## config.mk

```make
export PLATFORM = sky130hd
export DESIGN_NAME = alu_flag_unit
export DESIGN_NICKNAME = d
export VERILOG_FILES = /design/src/rtl/alu_flag_pkg.sv /design/src/rtl/alu_datapath.sv /design/src/rtl/flag_eval.sv /design/src/rtl/flag_store.sv /design/src/rtl/alu_flag_unit.sv
export SDC_FILE = /design/constraint.sdc
export NUM_CORES = 1
export LEC_CHECK = 0
export BUFFER_PORTS_ARGS = -buffer_cell sky130_fd_sc_hd__buf_2
export CAP_MARGIN = 25
export CORE_MARGIN = 3
export CORE_UTILIZATION = 53
export CTS_CLUSTER_SIZE = 40
export DETAILED_ROUTE_END_ITERATION = 7
export GPL_TIMING_DRIVEN = 1
export PLACE_DENSITY = 0.93
export SLEW_MARGIN = 20
export SYNTH_ARGS = -nofsm -noshare
export SYNTH_HDL_FRONTEND = slang
export SYNTH_SLANG_ARGS = --single-unit
```

## constraint.sdc

```tcl
create_clock -name clk -period 4.3 [get_ports clk]
set_input_delay 0.43 -clock clk [delete_from_list [all_inputs] [get_ports clk]]
set_output_delay 0.43 -clock clk [all_outputs]
set_load 0.01 [all_outputs]
```

## src/rtl/alu_flag_pkg.sv

```systemverilog
package alu_flag_pkg;
  localparam logic [3:0] OP_ADD = 4'd0;
  localparam logic [3:0] OP_ADC = 4'd1;
  localparam logic [3:0] OP_SUB = 4'd2;
  localparam logic [3:0] OP_SBB = 4'd3;
  localparam logic [3:0] OP_AND = 4'd4;
  localparam logic [3:0] OP_OR  = 4'd5;
  localparam logic [3:0] OP_XOR = 4'd6;
  localparam logic [3:0] OP_CMP = 4'd7;
  localparam logic [3:0] OP_INC = 4'd8;
  localparam logic [3:0] OP_DEC = 4'd9;

  localparam int NFLAG = 5;
  localparam int FI_CY = 0;
  localparam int FI_P  = 1;
  localparam int FI_AC = 2;
  localparam int FI_Z  = 3;
  localparam int FI_S  = 4;

  localparam int FB_S  = 7;
  localparam int FB_Z  = 6;
  localparam int FB_AC = 4;
  localparam int FB_P  = 2;
  localparam int FB_CY = 0;
  localparam logic [7:0] FB_CONST = 8'h02;

  function automatic logic op_is_defined(input logic [3:0] op);
    return op <= OP_DEC;
  endfunction
endpackage

```

## src/rtl/alu_datapath.sv

```systemverilog
module alu_datapath #(
  parameter int DW = 8
) (
  input  logic [3:0]    op,
  input  logic [DW-1:0] a,
  input  logic [DW-1:0] b,
  input  logic          cin,
  output logic [DW-1:0] res,
  output logic          carry,
  output logic          aux
);
  import alu_flag_pkg::*;
  localparam int HW = DW / 2;

  logic          subtract;
  logic          arith;
  logic [DW-1:0] b_eff;
  logic          c_eff;
  logic [DW:0]   sum_full;
  logic [HW:0]   sum_half;

  always_comb begin
    subtract = 1'b0;
    arith    = 1'b1;
    b_eff    = b;
    c_eff    = 1'b0;
    unique case (op)
      OP_ADD: begin b_eff = b; c_eff = 1'b0; end
      OP_ADC: begin b_eff = b; c_eff = cin;  end
      OP_SUB, OP_CMP: begin subtract = 1'b1; b_eff = ~b; c_eff = 1'b1; end
      OP_SBB: begin subtract = 1'b1; b_eff = ~b; c_eff = ~cin; end
      OP_INC: begin b_eff = '0; c_eff = 1'b1; end
      OP_DEC: begin subtract = 1'b1; b_eff = ~DW'(1); c_eff = 1'b1; end
      default: arith = 1'b0;
    endcase
  end

  assign sum_full = {1'b0, a} + {1'b0, b_eff} + {{DW{1'b0}}, c_eff};
  assign sum_half = {1'b0, a[HW-1:0]} + {1'b0, b_eff[HW-1:0]} + {{HW{1'b0}}, c_eff};

  always_comb begin
    res   = a;
    carry = 1'b0;
    aux   = 1'b0;
    if (arith) begin
      res   = sum_full[DW-1:0];
      carry = subtract ? ~sum_full[DW] : sum_full[DW];
      aux   = subtract ? ~sum_half[HW] : sum_half[HW];
    end else begin
      unique case (op)
        OP_AND:  begin res = a & b; aux = 1'b1; end
        OP_OR:   res = a | b;
        OP_XOR:  res = a ^ b;
        default: res = a;
      endcase
    end
  end
endmodule

```

## src/rtl/flag_eval.sv

```systemverilog
module flag_eval #(
  parameter int DW = 8
) (
  input  logic [3:0]                     op,
  input  logic [DW-1:0]                  res,
  input  logic                           carry,
  input  logic                           aux,
  output logic [alu_flag_pkg::NFLAG-1:0] cand,
  output logic [alu_flag_pkg::NFLAG-1:0] class_mask
);
  import alu_flag_pkg::*;

  always_comb begin
    cand        = '0;
    cand[FI_S]  = res[DW-1];
    cand[FI_Z]  = (res == '0);
    cand[FI_P]  = ~^res;
    cand[FI_AC] = aux;
    cand[FI_CY] = carry;
  end

  always_comb begin
    class_mask = '0;
    if (op_is_defined(op)) begin
      class_mask = '1;
      if (op == OP_INC || op == OP_DEC) class_mask[FI_CY] = 1'b0;
    end
  end
endmodule

```

## src/rtl/flag_store.sv

```systemverilog
module flag_store (
  input  logic                           clk,
  input  logic                           rst_n,
  input  logic                           ld,
  input  logic [alu_flag_pkg::NFLAG-1:0] ld_val,
  input  logic [alu_flag_pkg::NFLAG-1:0] en,
  input  logic [alu_flag_pkg::NFLAG-1:0] cand,
  output logic [alu_flag_pkg::NFLAG-1:0] q,
  output logic [7:0]                     byte_out
);
  import alu_flag_pkg::*;

  logic [NFLAG-1:0] q_nxt;

  for (genvar i = 0; i < NFLAG; i++) begin : g_flag
    always_comb begin
      if (ld)         q_nxt[i] = ld_val[i];
      else if (en[i]) q_nxt[i] = cand[i];
      else            q_nxt[i] = q[i];
    end

    always_ff @(posedge clk or negedge rst_n) begin
      if (!rst_n) q[i] <= 1'b0;
      else        q[i] <= q_nxt[i];
    end

    p_hold_disabled_r9: assert property (@(posedge clk) disable iff (!rst_n)
      (!ld && !en[i]) |=> (q[i] == $past(q[i])));
  end

  always_comb begin
    byte_out        = FB_CONST;
    byte_out[FB_S]  = q[FI_S];
    byte_out[FB_Z]  = q[FI_Z];
    byte_out[FB_AC] = q[FI_AC];
    byte_out[FB_P]  = q[FI_P];
    byte_out[FB_CY] = q[FI_CY];
  end

  p_spare_bits_r1: assert property (@(posedge clk) disable iff (!rst_n)
    (byte_out[5] == 1'b0) && (byte_out[3] == 1'b0) && (byte_out[1] == 1'b1));

  p_load_wins_r11: assert property (@(posedge clk) disable iff (!rst_n)
    ld |=> (q == $past(ld_val)));
endmodule

```

## src/rtl/alu_flag_unit.sv

```systemverilog
module alu_flag_unit #(
  parameter int DW = 8
) (
  input  logic          clk,
  input  logic          rst_n,
  input  logic          op_valid,
  input  logic [3:0]    op_sel,
  input  logic [DW-1:0] opa,
  input  logic [DW-1:0] opb,
  input  logic          cin,
  input  logic [4:0]    upd_en,
  input  logic          flag_ld,
  input  logic [7:0]    flag_ld_data,
  output logic [DW-1:0] result,
  output logic          acc_we,
  output logic [7:0]    flags,
  output logic          flag_s,
  output logic          flag_z,
  output logic          flag_ac,
  output logic          flag_p,
  output logic          flag_cy
);
  import alu_flag_pkg::*;

  logic [1:0]       rst_sync;
  logic             rst_sync_n;
  logic             dp_carry;
  logic             dp_aux;
  logic [NFLAG-1:0] cand;
  logic [NFLAG-1:0] class_mask;
  logic [NFLAG-1:0] flag_en;
  logic [NFLAG-1:0] ld_val;
  logic [NFLAG-1:0] flag_q;
  logic             unused_ld_bits;

  always_ff @(posedge clk or negedge rst_n) begin
    if (!rst_n) rst_sync <= 2'b00;
    else        rst_sync <= {rst_sync[0], 1'b1};
  end
  assign rst_sync_n = rst_sync[1];

  alu_datapath #(.DW(DW)) u_dp (
    .op    (op_sel),
    .a     (opa),
    .b     (opb),
    .cin   (cin),
    .res   (result),
    .carry (dp_carry),
    .aux   (dp_aux)
  );

  flag_eval #(.DW(DW)) u_eval (
    .op         (op_sel),
    .res        (result),
    .carry      (dp_carry),
    .aux        (dp_aux),
    .cand       (cand),
    .class_mask (class_mask)
  );

  always_comb begin
    flag_en = {NFLAG{op_valid}} & upd_en & class_mask;
    ld_val  = '0;
    ld_val[FI_S]  = flag_ld_data[FB_S];
    ld_val[FI_Z]  = flag_ld_data[FB_Z];
    ld_val[FI_AC] = flag_ld_data[FB_AC];
    ld_val[FI_P]  = flag_ld_data[FB_P];
    ld_val[FI_CY] = flag_ld_data[FB_CY];
  end
  assign unused_ld_bits = ^{flag_ld_data[5], flag_ld_data[3], flag_ld_data[1]};

  flag_store u_store (
    .clk      (clk),
    .rst_n    (rst_sync_n),
    .ld       (flag_ld),
    .ld_val   (ld_val),
    .en       (flag_en),
    .cand     (cand),
    .q        (flag_q),
    .byte_out (flags)
  );

  assign acc_we  = op_valid && op_is_defined(op_sel) && (op_sel != OP_CMP);
  assign flag_s  = flag_q[FI_S];
  assign flag_z  = flag_q[FI_Z];
  assign flag_ac = flag_q[FI_AC];
  assign flag_p  = flag_q[FI_P];
  assign flag_cy = flag_q[FI_CY];

  p_incdec_keeps_cy_r7: assert property (@(posedge clk) disable iff (!rst_sync_n)
    (op_valid && !flag_ld && (op_sel == OP_INC || op_sel == OP_DEC))
      |=> (flag_cy == $past(flag_cy)));

  p_idle_no_change_r10: assert property (@(posedge clk) disable iff (!rst_sync_n)
    (!op_valid && !flag_ld) |=> (flags == $past(flags)));

  p_undef_quiet_r12: assert property (@(posedge clk) disable iff (!rst_sync_n)
    (op_sel > OP_DEC && !flag_ld) |=> (flags == $past(flags)));

  p_cmp_no_write_r3: assert property (@(posedge clk) disable iff (!rst_sync_n)
    (op_sel == OP_CMP) |-> !acc_we);

  p_zero_result_r4: assert property (@(posedge clk) disable iff (!rst_sync_n)
    (op_valid && upd_en[FI_Z] && op_is_defined(op_sel) && !flag_ld && result == '0)
      |=> flag_z);
endmodule

```

# [After elaboration in Yosys (flattened, before gate mapping)]
# Cells that the tools add are included.
[totals] ff_bits=7 wordCells=68 output_inout_bits=22 in_bits=38
[op_classes] n_bitwise=9 muxes=23 n_lt_le_gt_ge=1 n_reduce_logical=15 n_eq_ne=10 n_addsub=4
[op_table] cell="8-bit case mux with 3 select lines" n=2
[op_table] cell="1-bit two-way mux" n=18
[op_table] cell="4-bit by 3-bit == test with 1-bit output (second input constant)" n=4
[op_table] cell="5-bit bitwise AND" n=2
[op_table] cell="2-bit nonzero test" n=5
[op_table] cell="8-bit by 8-bit adder with 9-bit output" n=1
[op_table] cell="9-bit by 1-bit adder with 9-bit output" n=1
[op_table] cell="8-bit bitwise AND" n=1
[op_table] cell="4-bit by 2-bit == test with 1-bit output (second input constant)" n=2
[op_table] cell="4-bit == test (second input constant)" n=2
[op_table] cell="8-bit logical NOT" n=1
[op_table] cell="8-bit two-way mux" n=1
[op_table] cell="8-bit inverter" n=1
[op_table] cell="8-bit bitwise OR" n=1
[op_table] cell="4-bit OR reduction" n=2
[op_table] cell="8-bit XNOR reduction" n=1
[op_table] cell="8-bit bitwise XOR" n=1
[op_table] cell="7-bit OR reduction" n=1
[op_table] cell="4-bit by 4-bit adder with 5-bit output" n=1
[op_table] cell="5-bit by 1-bit adder with 5-bit output" n=1
[op_table] cell="5-bit two-way mux" n=1
[op_table] cell="4-bit by 1-bit == test with 1-bit output (second input constant)" n=1
[op_table] cell="4-bit less-or-equal comparator (second input constant)" n=1
[op_table] cell="4-bit logical NOT" n=1
[op_table] cell="other kinds (6)" n=9

# [Logic depth before layout (Yosys ltp)]
[logic_depth] ltp_word=10 ltp_mapped=19 depth_no_buf=17

# [By module]
# A second synthesis with hierarchy kept.
[unflattened] cells_unflattened=238 area_unflattened_um2=1944.4
[by_module_without_submodules] mod="alu_datapath" cells_each=172 seq_area_each_um2=0.0 area_each_um2=1362.6 instances=1
[by_module_without_submodules] mod="flag_store" cells_each=31 seq_area_each_um2=125.1 area_each_um2=301.5 instances=1
[by_module_without_submodules] mod="flag_eval" cells_each=24 seq_area_each_um2=0.0 area_each_um2=168.9 instances=1
[by_module_without_submodules] mod="alu_flag_unit" cells_each=11 seq_area_each_um2=50.0 area_each_um2=111.4 instances=1

# [Least setup slack after synthesis]
# Ideal clock, no wire load.
[synth_timing] path_type="in2reg" startpoint="input port op_sel[0]" endpoint="register u_store.q (netlist bit u_store.byte_out[2])" required_ns=4.173 arrival_ns=3.733 setup_ns=0.127 path_buffers=3 path_stages=19 slack_ns=0.440 cell_sequence="buf_4 clkbuf_1 buf_2 a21oi_1 o22ai_1 a32oi_1 fa_1 fa_1 nand2b_1 a21oi_2 a31oi_1 xnor2_1 a21oi_1 ha_1 xnor2_1 xnor2_1 nor2_1 a21oi_1 a21oi_1"
[synth_via] elab_chain_len=9 elab_cells_between_ends=27 classes_between="add/sub: 2; order compare: 1; eq/ne: 9; mux: 8; bitwise: 1; reduce/logical: 6"
[synth_rtl] element="from (decl)" line="alu_flag_unit.sv:7" text="input logic [3:0] op_sel,"
[synth_rtl] element="4-bit by 2-bit == test with 1-bit output / 4-bit by 3-bit == test with 1-bit output (equally long branches)" line="alu_datapath.sv:27" text="unique case (op)"
[synth_rtl] element="3-bit OR reduction (no source line)"
[synth_rtl] element="8-bit case mux with 3 select lines" line="alu_datapath.sv:27"
[synth_rtl] element="8-bit by 8-bit adder with 9-bit output" line="alu_datapath.sv:38" text="assign sum_full = {1'b0, a} + {1'b0, b_eff} + {{DW{1'b0}}, c_eff};"
[synth_rtl] element="9-bit by 1-bit adder with 9-bit output" line="alu_datapath.sv:38"
[synth_rtl] element="8-bit two-way mux" line="alu_datapath.sv:45" text="if (arith) begin"
[synth_rtl] element="8-bit XNOR reduction" line="flag_eval.sv:17" text="cand[FI_P] = ~^res;"
[synth_rtl] element="1-bit two-way mux" line="flag_store.sv:18" text="else if (en[i]) q_nxt[i] = cand[i];"
[synth_rtl] element="1-bit two-way mux" line="flag_store.sv:17" text="if (ld) q_nxt[i] = ld_val[i];"
[synth_rtl] element="to (signal, indexed assignment)" line="flag_store.sv:24" text="else q[i] <= q_nxt[i];"
[synth_rtl] element="to (decl)" line="flag_store.sv:8" text="output logic [alu_flag_pkg::NFLAG-1:0] q,"
# Several ways; a longest one is shown, not always the timed one. The select of a mux whose other input is x is not followed.
# A chain may end at the register's enable or synchronous reset.

# [Worst setup path after layout]
[layout_timing] startpoint="input port op_sel[3]" endpoint="register u_store.q (netlist bit u_store.byte_out[2])"
# The elaborated chain is that of the path after synthesis.

==> flow_summary.json <==
{
  "cp_data_arrival_time_ns": 3.98,
  "synth_largest_type_area_fraction_pct": 19.1,
  "maxSlewHeadroom_pct": 47.1,
  "outcome": "finished clean",
  "worst_slew_pin_slew_ns": 0.791,
  "clk_root_buffer_cell": "sky130_fd_sc_hd__clkbuf_4",
  "timing.reg2reg.worst_path_depth": 3,
  "detail-route-antenna-nets": 0,
  "levels_on_crit_path": 17,
  "post_synth.cell_area_avg_sq_um": 7.27,
  "ports_placed_on_the_boundary": 60,
  "static-leakage-power_uw": 0.00111,
  "postSynth.topFlopCell": "sky130_fd_sc_hd__dfrtp_1",
  "end_kind": "flip-flop",
  "n_antenna_cell": 0,
  "finalSetupViolations": 0,
  "synth_simple_gate_area_share_pct": 18.9,
  "slowest_delay_ns": 0.43,
  "finish.net_count": 379,
  "area_delta_synth_final_pct": 16.1,
  "synth.largest_area_cell": "sky130_fd_sc_hd__ha_1",
  "hold_worst_slack_ns": 0.0862,
  "placement.cell_area_sq_mm": 0.00217,
  "crit_path_top_delay_cell": "sky130_fd_sc_hd__fa_1",
  "min_path_type": "flip-flop to async pin",
  "worst_clock_skew_ns": 0.00519,
  "timing.critical_path.from_type": "input pin",
  "synth.yosys.seq_area_share_pct": 9.23,
  "maxCapViolCount": 0,
  "count_of_flip_flops_with_a_built_in_enable_after_synthesis": 0,
  "min_period_ns": 3.83,
  "drt_first_pass_iters": 4,
  "synth.area.mux_share_pct": 6.07,
  "netlist_top_cells_area": "sky130_fd_sc_hd__ha_1 19%, sky130_fd_sc_hd__dfrtp_1 9.2%, sky130_fd_sc_hd__a21oi_1 6.3%",
  "total_power_uw": 490,
  "timing.final.hold_violations": 0,
  "grt-ovfl-total": 0,
  "postSynth.asyncResetShare_pct": 100,
  "wl_um": 5220,
  "core.rowCount": 21,
  "gr-usage-all-layers_pct": 24.0,
  "maxClockFrequency_ghz": 0.261,
  "detail_route.wl_per_cell_um": 14.7,
  "yosys.area_share.xor_xnor_pct": 3.69,
  "cts.path.max_buffers": 2,
  "numClockSinks": 7,
  "initial_utilization_pct": 56.0,
  "pin_count_of_the_biggest_net_entering_global_routing": 21,
  "numCtsBuffers": 3,
  "path_class": "input pin to flip-flop",
  "critical_path.top_delay_family": "adder cells",
  "critPathRequiredTime_ns": 4.45,
  "grt_antenna_before_repair": 0,
  "design.core.area_sq_mm": 0.00339,
  "worstPathMaxFanout": 14,
  "gate_count_post_synth": 261,
  "maximum_level_of_the_cts_h_tree": 1,
  "cellPowerDensity_mw_per_mm2": 222,
  "clock_latency_ns": 0.27,
  "ys_warn_count": 0,
  "area_fraction_in_compound_gates_after_synthesis_pct": 29.9,
  "post_synth_instance_area_sq_mm": 0.00190,
  "post_cts.resized_instances": 0,
  "place.detailed.hpwl_um": 4140,
  "postSynthRegisterBits": 7,
  "drc": 0,
  "final_area_sq_mm": 0.00220,
  "largest_family_of_logic_cells_by_synthesized_area": "compound AO/OA/AOI/OAI gates",
  "library_cells_used_by_synthesis": 48,
  "die_w_um": 65.8,
  "worstPathBufferInverterCount": 1,
  "design.die.area_sq_mm": 0.00433,
  "final_util_pct": 65.0,
  "final_min_period_over_clock_period_pct": 89.2,
  "clkSlewWorstSetupHoldPaths_ns": 0.06,
  "detailroute.via_count": 2111,
  "grt_pass1_vias": 1912,
  "yosys.area_share.adder_pct": 21.2,
  "drt_iter0_markers": 155,
  "final.setup.tns_ns": 0,
  "grt_setup_unrepaired": "false",
  "post_route_cells_drive_above_1_share_pct": 23.0,
  "cts_tree": "yes",
  "dieHeight_um": 65.8,
  "worst_path_cell_chain": "buf_2, nor2b_1, nor2b_1, a21o_1, fa_1, fa_1, nand2b_1, a21oi_2, a31oi_1, xnor2_1, a21oi_1, ha_1, xnor2_1, xnor2_1, nor2_1, a21oi_1, a21oi_1",
  "place.port_buffers": 53,
  "worst_ir_drop_vdd_v": 0.0000949,
  "place_congestion": 0.976,
  "vias_per_cell": 5.95,
  "finalMaxSlewViolations": 0,
  "grt_pass1_wl_um": 8260
}
==> worst paths after layout <==
| check | startpoint | slack, ns | to |
|---|---|---|---|
| max | op_sel[3] | 0.47 | u_store.byte_out[2]$_DFFE_PN0P_ |
| min | rst_sync[1]$_DFF_PN0_ | 0.09 | u_store.byte_out[2]$_DFFE_PN0P_ |
| max reg2reg | u_store.byte_out[4]$_DFFE_PN0P_ | 3.34 | u_store.byte_out[4]$_DFFE_PN0P_ |
| min reg2reg | rst_sync[1]$_DFF_PN0_ | 0.09 | u_store.byte_out[2]$_DFFE_PN0P_ |
| max in group asynchronous | rst_n | 3.71 | rst_sync[0]$_DFF_PN0_ |
| min in group clk | rst_sync[0]$_DFF_PN0_ | 0.35 | rst_sync[1]$_DFF_PN0_ |
==> stage by stage <==
stage               worst slack, ns  std cells
floorplan                     0.440        263
global placement              0.439        350
detailed placement            0.320        350
CTS                           0.490        355
global route                  0.195        355
finish                        0.466        355
==> kinds of logic (layout without fill, tap and decap cells) <==
family,count (synthesis),count (layout)
AO/OA/AOI/OAI,87,87
AND/OR/NAND/NOR,75,75
buffers and inverters,40,86
adder cells (fa/ha/maj),31,31
multiplexers,11,11
XOR/XNOR,8,8
flip-flops,7,7
other,2,4
==> synth_stat cells (3+ instances only) <==
library cell	n
sky130_fd_sc_hd__a211oi_1	8
sky130_fd_sc_hd__a21o_1	8
sky130_fd_sc_hd__a21oi_1	24
sky130_fd_sc_hd__a221oi_1	4
sky130_fd_sc_hd__buf_2	7
sky130_fd_sc_hd__buf_4	11
sky130_fd_sc_hd__clkbuf_1	3
sky130_fd_sc_hd__dfrtp_1	7
sky130_fd_sc_hd__ha_1	29
sky130_fd_sc_hd__inv_1	18
sky130_fd_sc_hd__mux2_1	3
sky130_fd_sc_hd__mux2i_1	7
sky130_fd_sc_hd__nand2_1	22
sky130_fd_sc_hd__nand2b_1	4
sky130_fd_sc_hd__nand3_1	3
sky130_fd_sc_hd__nor2_1	23
sky130_fd_sc_hd__nor2b_1	9
sky130_fd_sc_hd__nor3_1	3
sky130_fd_sc_hd__o21ai_0	9
sky130_fd_sc_hd__o21ai_1	4
sky130_fd_sc_hd__o22ai_1	9
sky130_fd_sc_hd__xnor2_1	4
sky130_fd_sc_hd__xor2_1	4
==> cells in the final DEF, fill, tap and decap left out, drive strengths merged, types with 3 or more instances in the layout <==
cell and n:
a211oi 8, a21o 8, a21oi 26, a221oi 4, buf 62, clkbuf 4, conb 4, dfrtp 7
ha 29, inv 19, mux2 4, mux2i 7, nand2 22, nand2b 4, nand3 3, nor2 24
nor2b 9, nor3 3, o21ai 13, o22ai 9, xnor2 4, xor2 4
==> power breakdown <==
group	internal (uW)	switching, uW
clock	35.7	28.5
sequential	72.8	5.70
combinational	154	193
==> repair_timing <==
action                                 in CTS  in global routing
endpoints found under the hold margin       2                  0
setup buffers                               0                  0
hold buffers                                1                  0
==> state kept, by name, summed over array words and instances, names as in the netlist <==
name	flops
u_store.byte_out	5
rst_sync	2
==> final cells by class <==
cell class | instances | area, sq um
repair buffers | 63 | 343
inverters | 19 | 71.3
fillers | 302 | 1190
well taps | 46 | 57.6
clock buffers | 4 | 26.3
flip-flops and latches | 7 | 175
multi-input cells | 216 | 1530
==> layer usage <==
metal / track usage [%] / vias to the layer above / wire length, um
met5: 0 / - / 0
met4: 8.03 / 0 / 111
met3: 5.27 / 15 / 308
met2: 41.1 / 82 / 2590
met1: 29.4 / 989 / 2200
li1: - / 1025 / -
No activity file was read; power rests on OpenSTA's default activity.
